==> config.mk <==
export PLATFORM = sky130hd
export DESIGN_NAME = page_split_unit
export DESIGN_NICKNAME = d
export VERILOG_FILES = /design/src/rtl/psu_pkg.sv /design/src/rtl/psu_chunk_calc.sv /design/src/rtl/psu_piece_sel.sv /design/src/rtl/psu_data_path.sv /design/src/rtl/page_split_unit.sv
export SDC_FILE = /design/constraint.sdc
export NUM_CORES = 1
export LEC_CHECK = 0
export BUFFER_PORTS_ARGS = -buffer_cell sky130_fd_sc_hd__buf_2
export CAP_MARGIN = 0
export CORE_UTILIZATION = 58
export DETAILED_ROUTE_END_ITERATION = 8
export MAX_ROUTING_LAYER = met4
export PLACE_DENSITY = 0.95
export SLEW_MARGIN = 10
export SYNTH_ARGS = -nofsm -noshare
export SYNTH_HDL_FRONTEND = slang
export SYNTH_SLANG_ARGS = --single-unit
==> constraint.sdc <==
create_clock -name clk -period 6.7 [get_ports clk]
set_clock_uncertainty 0.05 [all_clocks]
set_input_delay 0.67 -clock clk [delete_from_list [all_inputs] [get_ports clk]]
set_output_delay 0.67 -clock clk [all_outputs]
set_load 0.01 [all_outputs]
==> src/rtl/psu_pkg.sv <==
// Shared types of the page-crossing access splitter.
package psu_pkg;
    // Sequencer state
    typedef enum logic [1:0] {
        ST_IDLE  = 2'd0,
        ST_XLATE = 2'd1,
        ST_MEM   = 2'd2,
        ST_DONE  = 2'd3
    } psu_state_e;

    // Physical access width code as seen on mem_size
    typedef enum logic [1:0] {
        SZ_BYTE = 2'd0,
        SZ_HALF = 2'd1,
        SZ_WORD = 2'd2
    } psu_size_e;
endpackage

==> src/rtl/psu_chunk_calc.sv <==
// Chunk length calculator.
// Gives the number of bytes the next chunk may cover: the smaller of the bytes
// still owed to the request and the bytes left before the next page boundary.
// Assumes PAGE_BITS+1 is wider than LEN_W.
module psu_chunk_calc #(
    parameter int ADDR_W    = 32,
    parameter int PAGE_BITS = 12,
    parameter int LEN_W     = 3
) (
    input  logic [ADDR_W-1:0] laddr,
    input  logic [LEN_W-1:0]  rem_len,
    output logic [LEN_W-1:0]  chunk_len
);
    localparam logic [PAGE_BITS:0] PAGE_SIZE = (PAGE_BITS + 1)'(1) << PAGE_BITS;

    logic [PAGE_BITS:0] page_left;
    logic [PAGE_BITS:0] rem_ext;

    // Compare the page budget with the bytes still to move
    always_comb begin
        page_left = PAGE_SIZE - {1'b0, laddr[PAGE_BITS-1:0]};
        rem_ext   = (PAGE_BITS + 1)'(rem_len);
        chunk_len = (page_left < rem_ext) ? page_left[LEN_W-1:0] : rem_len;
    end
endmodule

==> src/rtl/psu_piece_sel.sv <==
// Piece selector.
// Maps the bytes left in the current chunk to the next physical access.
// 4 gives a word, 2 a halfword, and 1 or 3 a single byte. A 3-byte chunk
// therefore becomes a byte followed by a halfword.
module psu_piece_sel
    import psu_pkg::*;
#(
    parameter int LEN_W = 3
) (
    input  logic [LEN_W-1:0] chunk_left,
    output logic [LEN_W-1:0] piece_bytes,
    output psu_size_e        piece_size
);
    localparam logic [LEN_W-1:0] L_ONE  = LEN_W'(1);
    localparam logic [LEN_W-1:0] L_TWO  = LEN_W'(2);
    localparam logic [LEN_W-1:0] L_FOUR = LEN_W'(4);

    // Pick the access width from the remaining chunk bytes
    always_comb begin
        case (chunk_left)
            L_FOUR: begin
                piece_bytes = L_FOUR;
                piece_size  = SZ_WORD;
            end
            L_TWO: begin
                piece_bytes = L_TWO;
                piece_size  = SZ_HALF;
            end
            default: begin
                piece_bytes = L_ONE;
                piece_size  = SZ_BYTE;
            end
        endcase
    end
endmodule

==> src/rtl/psu_data_path.sv <==
// Data path of the splitter.
// Keeps the unsent write data, which shrinks from its low end, and the read
// accumulator, which grows little-endian. Assumes step is raised only on
// a completed memory piece and that step_bytes is 1, 2 or 4.
module psu_data_path #(
    parameter int DATA_W = 32,
    parameter int LEN_W  = 3
) (
    input  logic              clk,
    input  logic              rst_n,
    input  logic              load,
    input  logic [DATA_W-1:0] wdata_in,
    input  logic              step,
    input  logic [LEN_W-1:0]  step_bytes,
    input  logic [DATA_W-1:0] rd_piece,
    output logic [DATA_W-1:0] wr_piece,
    output logic [DATA_W-1:0] rd_acc
);
    localparam int SH_W = $clog2(DATA_W) + 1;

    logic [DATA_W-1:0] wr_left;
    logic [SH_W-1:0]   shamt;
    logic [SH_W-1:0]   step_bits;
    logic [DATA_W-1:0] lane_mask;

    // Width of the current piece in bits and the matching lane mask
    always_comb begin
        step_bits = SH_W'(step_bytes) << 3;
        lane_mask = ~({DATA_W{1'b1}} << step_bits);
        wr_piece  = wr_left & lane_mask;
    end

    // Load on accept; shift write data out and read data in per piece
    always_ff @(posedge clk) begin
        if (!rst_n) begin
            wr_left <= '0;
            rd_acc  <= '0;
            shamt   <= '0;
        end else if (load) begin
            wr_left <= wdata_in;
            rd_acc  <= '0;
            shamt   <= '0;
        end else if (step) begin
            rd_acc  <= rd_acc + ((rd_piece & lane_mask) << shamt);
            wr_left <= wr_left >> step_bits;
            shamt   <= shamt + step_bits;
        end
    end
endmodule

==> src/rtl/page_split_unit.sv <==
// Page-crossing access splitter, top level.
// Takes one linear request of 1..MAX_LEN bytes, splits it at page boundaries,
// translates each chunk and issues byte/halfword/word physical accesses.
// Assumes the translator answers only while xl_req_valid is high and the
// memory completes a piece in the cycle it raises mem_ready.
module page_split_unit
    import psu_pkg::*;
#(
    parameter int ADDR_W    = 32,
    parameter int DATA_W    = 32,
    parameter int PAGE_BITS = 12,
    parameter int LEN_W     = 3,
    parameter int MAX_LEN   = 4
) (
    input  logic              clk,
    input  logic              rst_n,
    input  logic              req_valid,
    output logic              req_ready,
    input  logic [ADDR_W-1:0] req_addr,
    input  logic [LEN_W-1:0]  req_len,
    input  logic              req_write,
    input  logic              req_user,
    input  logic [DATA_W-1:0] req_wdata,
    output logic              xl_req_valid,
    output logic [ADDR_W-1:0] xl_req_addr,
    output logic              xl_req_write,
    output logic              xl_req_user,
    input  logic              xl_rsp_valid,
    input  logic [ADDR_W-1:0] xl_rsp_paddr,
    input  logic              xl_rsp_fault,
    output logic              mem_valid,
    output logic [ADDR_W-1:0] mem_addr,
    output logic [1:0]        mem_size,
    output logic              mem_write,
    output logic [DATA_W-1:0] mem_wdata,
    input  logic              mem_ready,
    input  logic [DATA_W-1:0] mem_rdata,
    output logic              done_valid,
    output logic [DATA_W-1:0] done_rdata,
    output logic              done_fault,
    output logic              done_error
);
    localparam logic [LEN_W-1:0]   MAX_LEN_L = LEN_W'(MAX_LEN);
    localparam logic [PAGE_BITS:0] PAGE_SIZE = (PAGE_BITS + 1)'(1) << PAGE_BITS;

    psu_state_e        state;
    logic [ADDR_W-1:0] cur_la;
    logic [ADDR_W-1:0] cur_pa;
    logic [LEN_W-1:0]  rem_len;
    logic [LEN_W-1:0]  chunk_left;
    logic              is_write;
    logic              is_user;
    logic              fault_q;
    logic              error_q;

    logic [LEN_W-1:0]  chunk_len;
    logic [LEN_W-1:0]  piece_bytes;
    psu_size_e         piece_size;
    logic              accept;
    logic              len_bad;
    logic              xl_take;
    logic              piece_done;

    psu_chunk_calc #(
        .ADDR_W    (ADDR_W),
        .PAGE_BITS (PAGE_BITS),
        .LEN_W     (LEN_W)
    ) u_chunk (
        .laddr     (cur_la),
        .rem_len   (rem_len),
        .chunk_len (chunk_len)
    );

    psu_piece_sel #(
        .LEN_W (LEN_W)
    ) u_piece (
        .chunk_left  (chunk_left),
        .piece_bytes (piece_bytes),
        .piece_size  (piece_size)
    );

    psu_data_path #(
        .DATA_W (DATA_W),
        .LEN_W  (LEN_W)
    ) u_data (
        .clk        (clk),
        .rst_n      (rst_n),
        .load       (accept),
        .wdata_in   (req_wdata),
        .step       (piece_done),
        .step_bytes (piece_bytes),
        .rd_piece   (mem_rdata),
        .wr_piece   (mem_wdata),
        .rd_acc     (done_rdata)
    );

    // Handshake decodes and port views of the sequencer state
    always_comb begin
        req_ready    = (state == ST_IDLE);
        accept       = req_valid && req_ready;
        len_bad      = (req_len == '0) || (req_len > MAX_LEN_L);
        xl_req_valid = (state == ST_XLATE);
        xl_req_addr  = cur_la;
        xl_req_write = is_write;
        xl_req_user  = is_user;
        xl_take      = xl_req_valid && xl_rsp_valid;
        mem_valid    = (state == ST_MEM);
        mem_addr     = cur_pa;
        mem_size     = piece_size;
        mem_write    = is_write;
        piece_done   = mem_valid && mem_ready;
        done_valid   = (state == ST_DONE);
        done_fault   = fault_q;
        done_error   = error_q;
    end

    // Sequencer: accept, translate a chunk, issue its pieces, finish
    always_ff @(posedge clk) begin
        if (!rst_n) begin
            state      <= ST_IDLE;
            cur_la     <= '0;
            cur_pa     <= '0;
            rem_len    <= '0;
            chunk_left <= '0;
            is_write   <= 1'b0;
            is_user    <= 1'b0;
            fault_q    <= 1'b0;
            error_q    <= 1'b0;
        end else begin
            case (state)
                ST_IDLE: begin
                    if (accept) begin
                        cur_la   <= req_addr;
                        rem_len  <= req_len;
                        is_write <= req_write;
                        is_user  <= req_user;
                        fault_q  <= 1'b0;
                        error_q  <= len_bad;
                        state    <= len_bad ? ST_DONE : ST_XLATE;
                    end
                end
                ST_XLATE: begin
                    if (xl_take) begin
                        if (xl_rsp_fault) begin
                            fault_q <= 1'b1;
                            state   <= ST_DONE;
                        end else begin
                            cur_pa     <= xl_rsp_paddr;
                            chunk_left <= chunk_len;
                            state      <= ST_MEM;
                        end
                    end
                end
                ST_MEM: begin
                    if (piece_done) begin
                        cur_pa     <= cur_pa + ADDR_W'(piece_bytes);
                        cur_la     <= cur_la + ADDR_W'(piece_bytes);
                        rem_len    <= rem_len - piece_bytes;
                        chunk_left <= chunk_left - piece_bytes;
                        if (chunk_left == piece_bytes) begin
                            state <= (rem_len == piece_bytes) ? ST_DONE : ST_XLATE;
                        end
                    end
                end
                default: begin
                    state <= ST_IDLE;
                end
            endcase
        end
    end

    // a refused length finishes at once with the error flag
    a_r2_bad_len_done: assert property (@(posedge clk) disable iff (!rst_n)
        (accept && len_bad) |=> (done_valid && done_error && !xl_req_valid));

    // a chunk never reaches past the end of its page
    a_r3_chunk_in_page: assert property (@(posedge clk) disable iff (!rst_n)
        mem_valid |-> (({1'b0, cur_la[PAGE_BITS-1:0]} + (PAGE_BITS + 1)'(chunk_left)) <= PAGE_SIZE));

    // a chunk's first memory piece follows a taken translation response
    a_r5_mem_after_xlate: assert property (@(posedge clk) disable iff (!rst_n)
        $rose(mem_valid) |-> $past(xl_take && !xl_rsp_fault));

    // only the three defined width codes appear
    a_r6_size_code: assert property (@(posedge clk) disable iff (!rst_n)
        mem_valid |-> (mem_size != 2'd3));

    // a fault ends the request without any memory piece
    a_r10_fault_stops: assert property (@(posedge clk) disable iff (!rst_n)
        (xl_take && xl_rsp_fault) |=> (done_valid && done_fault && !mem_valid));

    // completion is a single-cycle pulse
    a_r11_done_pulse: assert property (@(posedge clk) disable iff (!rst_n)
        done_valid |=> !done_valid);

    // a stalled piece keeps its address and width
    a_r11_stall_hold: assert property (@(posedge clk) disable iff (!rst_n)
        (mem_valid && !mem_ready) |=> (mem_valid && $stable(mem_addr) && $stable(mem_size)));
endmodule

# Word level (Yosys, flattened, before mapping)
# Index checks and enable logic that the tools add are counted.
# classes
n_lt_le_gt_ge	2
n_eq_ne	13
shift	3
n_reduce_logical	16
addsub	7
bitwise_logic	4
mul	0
div_mod_pow	0
mux	31
# op_table
cell	n
two-way mux 32 bit	7
one-hot mux 32 bit (2 select lines)	2
adder 32 x 3 -> 32 bit	2
AND 32 bit	2
adder 32 bit	1
NOT 32 bit	1
<< shifter 32 x 6 -> 32 bit	1
<< shifter 32 x 6 -> 32 bit, first input constant	1
right shift 32 x 6 -> 32 bit	1
two-way mux 3 bit	6
one-hot mux 3 bit (2 select lines)	3
less-than comparator 13 x 3 -> 1 bit	1
subtractor 13 x 12 -> 13 bit, first input constant	1
two-way mux 2 bit	6
AND reduction 4 bit	3
!= test 2 x 1 -> 1 bit, second input constant	5
nonzero test 2 bit	4
adder 6 bit	1
equality test 3 bit	2
one-hot mux 2 bit (3 select lines)	1
subtractor 3 bit	2
equality test 2 bit, second input constant	2
two-way mux 1 bit	4
one-hot mux 2 bit (2 select lines)	1
other kinds (14)	16
# totals
latch_bits	0
register_bits	146
in_bits	139
ram_bits	0
word_cells	88
output_inout_bits	139
mem_bits_ro	0
n_memories	0

# Depth between registers and ports, before layout
# depth
depth_word	7
depth_mapped	17
depth_no_buf	16

# Cells and area by module
# Synthesis repeated with hierarchy kept, for this count alone.
# hier_totals
hier_cells	1425
area_unflattened_um2	10767.8
# modules_own_cells
module	area_per_inst_um2	n_inst	seq_area_each_um2	cells_each
psu_data_path	5477.8	1	1341.3	738
page_split_unit	4917.2	1	1521.5	636
psu_chunk_calc	330.3	1	0.0	44
psu_piece_sel	42.5	1	0.0	7

# Worst setup path before layout
# Ideal clock, no wire load.
# synth_timing
kind	reg2reg
start	register chunk_left[1]
end	register cur_pa[24], in the netlist mem_addr[24]
stages_incl_launch_ff	17
t_arrival_ps	3440
n_path_buf	3
t_required_ps	6531
synth_period_minus_slack_ps	3609
setup_slack_ps	3091
setup_ps	119
path_cell_list	dfxtp_1 nor3b_1 or2_2 clkbuf_1 clkbuf_1 inv_1 ha_1 fa_1 a21oi_2 nor4_4 and4_1 and3_1 and2_1 buf_6 a21oi_1 nor2_1 o221a_2
# synth_via
elab_chain_len	5
elab_cells_between_ends	6
cone_classes	1 x add/sub; 2 x eq/ne; 3 x mux
# synth_rtl
item	line_no	source
from (decl)	page_split_unit.sv:50	logic [LEN_W-1:0] chunk_left;
from (signal assigned)	page_split_unit.sv:149	chunk_left <= chunk_len;
from (signal assigned)	page_split_unit.sv:159	chunk_left <= chunk_left - piece_bytes;
equality test 3 x 2 -> 1 bit / equality test 3 bit (equally long branches)	psu_piece_sel.sv:20	case (chunk_left)
one-hot mux 3 bit (2 select lines) (*)	psu_piece_sel.sv:20	
adder 32 x 3 -> 32 bit (*)	page_split_unit.sv:156	cur_pa <= cur_pa + ADDR_W'(piece_bytes);
two-way mux 32 bit (*)	page_split_unit.sv:155	if (piece_done) begin
one-hot mux 32 bit (2 select lines) (*)	page_split_unit.sv:130	case (state)
to (signal assigned)	page_split_unit.sv:148	cur_pa <= xl_rsp_paddr;
to (signal assigned)	page_split_unit.sv:156	
to (decl)	page_split_unit.sv:48	logic [ADDR_W-1:0] cur_pa;
# Mark *: on every way between the ends. The rest lies on a longest branch, timed or not. The select of a mux whose other input is x is not followed.
# A chain may end at the register's enable or synchronous reset.

# Worst setup path in the final report
# layout_timing
start	register u_data.shamt[4]
end	register u_data.rd_acc[26]
# layout_via
elab_chain_len	2
# layout_rtl
item	line_no	source
from (decl)	psu_data_path.sv:22	logic [SH_W-1:0] shamt;
from (signal assigned)	psu_data_path.sv:46	shamt <= shamt + step_bits;
<< shifter 32 x 6 -> 32 bit	psu_data_path.sv:44	rd_acc <= rd_acc + ((rd_piece & lane_mask) << shamt);
adder 32 bit	psu_data_path.sv:44	
to (signal assigned)	psu_data_path.sv:44	
to (decl)	psu_data_path.sv:17	output logic [DATA_W-1:0] rd_acc
# Every way passes these cells.

==> impl_metrics.json <==
{
  "swShare_pct": 41.40,
  "synth_nets": 1522,
  "grt_usage_pct": 36.08,
  "root_buffer": "clkbuf_16",
  "post_cts_buffers": 0,
  "portBuffers": 277,
  "drtIter0Drc": 1131,
  "fin_cells": 1772,
  "setup_tns_ns": 0,
  "post_cts_resize_count": 0,
  "post-route-period-util_pct": 63.17,
  "design.die.area_sq_um": 17870,
  "ys_warn_count": 0,
  "grt_setup_unrepaired": "no",
  "arrival_ns": 4.55,
  "p_leak_nw": 5.574,
  "power_frac_seq_pct": 31.2,
  "powerDensity_nw_per_um2": 334.4,
  "grt_pass1_wl_um": 50610,
  "synth-seq-cells": 143,
  "holdCritStartpoint": "done_fault$_SDFFE_PN0P_",
  "hp-class": "reg -> reg",
  "slew_headroom_pct": 22.71,
  "die_w_um": 133.7,
  "place_inst": 1738,
  "r2r_start": "u_data.shamt[4]$_SDFFE_PP0P_",
  "syn-instance-count": 1332,
  "cts_tree": "done",
  "insertion_delay_ns": 0.43,
  "dieHeight_um": 133.7,
  "wirelength_um": 31900,
  "synth_seq_area_share_pct": 28.47,
  "utilization_pct": 71.99,
  "cts_buffer_depth": 2,
  "max_cap_violations": 0,
  "critical_path.endpoint_type": "register",
  "startpoint_type": "register",
  "io_pins": 278,
  "cts_hold_buf": 0,
  "numCtsBuffers": 17,
  "drv_slew": 0,
  "avgSynthCellArea_sq_um": 7.549,
  "place_congestion": 1.027,
  "drc": 0,
  "clkTransAtPathRegs_ns": 0.06,
  "comb_power_share_pct": 42.4,
  "synth_flop_cell": "dfxtp_1",
  "reg2reg_slack_ns": 2.47,
  "worstHoldEndpoint": "done_fault$_SDFFE_PN0P_",
  "min_path_cells": 2,
  "internal_power_mw": 2.364,
  "grt_overflow_total": 0,
  "status": "finished, final reports clean",
  "firstDrtPassIters": 6,
  "crit_required_ns": 7.01,
  "grt_max_degree": 111,
  "fmax_ghz": 0.2363,
  "synth-edff-count": 0,
  "pwr-share-clk_pct": 26.4,
  "crit_fanout": 13,
  "area_delta_synth_final_pct": 20.00,
  "worstMarginPinSlew_ns": 1.155,
  "synth_cell_types": 71,
  "final_hold_viol_count": 0,
  "mostFrequentLayoutCell": "buf_2",
  "place_hpwl_um": 22030,
  "synthArstFlopShare_pct": 0,
  "cts_max_level": 4,
  "via_per_inst": 6.307,
  "final_cell_mix": "277 x buf_2, 143 x dfxtp_1, 138 x nor2_1, 134 x a21oi_1, 132 x nand2_1",
  "synth_area_sq_um": 10050,
  "rows": 47,
  "antenna_found_initial": 3,
  "r2r-end": "u_data.rd_acc[26]$_SDFFE_PP0P_",
  "wl_per_cell_um": 18.00,
  "final_area_sq_um": 12070,
  "drive_above_1_share_pct": 24.21,
  "core-area_sq_um": 16760,
  "cts_num_sinks": 143,
  "dpl_cell_area_sq_um": 11410,
  "timing.final.crit_period_ns": 4.232,
  "rr_worst_depth": 14,
  "p_sw_mw": 1.670,
  "grt_pass1_vias": 10195,
  "initial_utilization_pct": 59.99,
  "via_count": 11176,
  "crit_type": "reg -> reg",
  "ant_nets": 0,
  "ir_drop_uv": 278.4,
  "nets": 1727,
  "setup_viol_count_final": 0
}
critical path, stage by stage (launching register included):
cell	delay, ns
dfxtp_1	0.47
or2_2	0.45
nor2_1	0.41
and2_1	0.20
ha_1	0.16
inv_1	0.06
fa_1	0.37
and2b_1	0.24
o2111ai_1	0.14
a21oi_1	0.38
o21ai_1	0.21
a21oi_1	0.36
a21boi_0	0.17
or4_1	0.41
nand3_1	0.09
kinds of logic (layout without fill, tap and decap cells):
family / Yosys count / in the layout / synth area share (%)
and+or+nand+nor: 537 / 537 / 26.92
AOI/OAI and AO/OA: 411 / 411 / 26.89
DFF: 143 / 143 / 28.47
buffers and inverters: 131 / 348 / 5.177
adders and majority gates: 51 / 51 / 6.794
muxes: 33 / 33 / 3.484
xor gates and xnor gates: 26 / 26 / 2.265
other: 0 / 3 / 0
stage by stage:
stage,setup WS [ns],hold WS (ns),power [mW]
global placement,2.711,0.3720,2.866
CTS,2.551,0.3989,4.004
global route,2.154,0.4348,4.267
floorplan,3.091,0.4123,2.428
finish,2.468,0.3937,4.034
detailed placement,2.593,0.3903,2.928
Yosys cell counts, types with 18 or more instances:
master | count | share of area, %
a21o_1 | 21 | 1.6
a21oi_1 | 134 | 6.7
a22oi_1 | 24 | 1.8
and2_1 | 67 | 4.2
clkbuf_1 | 75 | 2.8
dfxtp_1 | 143 | 28
ha_1 | 45 | 5.6
inv_1 | 28 | 1.0
nand2_1 | 133 | 5.0
nand3_1 | 50 | 2.5
nor2_1 | 138 | 5.2
nor2b_1 | 38 | 2.4
nor3_1 | 18 | 0.90
o21ai_0 | 79 | 3.9
o221a_2 | 18 | 2.0
routing by layer:
metal  track usage (%)  share of wire, %
met5                 -                 0
met4             16.67               3.9
met3             7.763               9.9
met2             57.03                47
met1             43.84                40
worst max-delay path by stage:
stage	start	to	slack (ns)	cells after the start
2_1_floorplan	chunk_left[1]$_SDFFE_PN0P_	mem_addr[24]$_SDFFE_PN0P_	3.09	16
3_3_place_gp	u_data.shamt[4]$_SDFFE_PP0P_	u_data.rd_acc[26]$_SDFFE_PP0P_	2.71	14
3_5_place_dp	u_data.shamt[4]$_SDFFE_PP0P_	u_data.rd_acc[26]$_SDFFE_PP0P_	2.59	14
4_1_cts	u_data.shamt[4]$_SDFFE_PP0P_	u_data.rd_acc[26]$_SDFFE_PP0P_	2.55	14
5_1_grt	u_data.shamt[4]$_SDFFE_PP0P_	u_data.rd_acc[26]$_SDFFE_PP0P_	2.15	14
6_report	u_data.shamt[4]$_SDFFE_PP0P_	u_data.rd_acc[26]$_SDFFE_PP0P_	2.47	14
state kept, by name, indices dropped and copies added, names as in the netlist, 2 cells and up:
name,count
mem_addr,32
u_data.rd_acc,32
chunk_left,3
rem_len,3
xl_req_addr,32
u_data.shamt,3
state,2
u_data.wr_left,32
layout make-up:
class                           instances  area, sq um
Multi-Input combinational cell       1058         6691
Fill cell                            1292         4695
Sequential cell                       143         2863
Timing Repair Buffer                  288         1469
Clock buffer                           18        439.2
Tap cell                              220        275.3
Clock inverter                         13        211.5
Inverter                               29        108.9
Antenna cell                            3        7.507
power by group through the flow:
stage	sequential, mW	clock (mW)	combinational, mW
final	1.26	1.06	1.71
after global routing	1.28	1.10	1.88
after CTS	1.25	1.07	1.69
after detailed placement	1.26	0	1.67
after global placement	1.25	0	1.62
after floorplan	1.27	0	1.16
(Power assumes the default switching activity.)
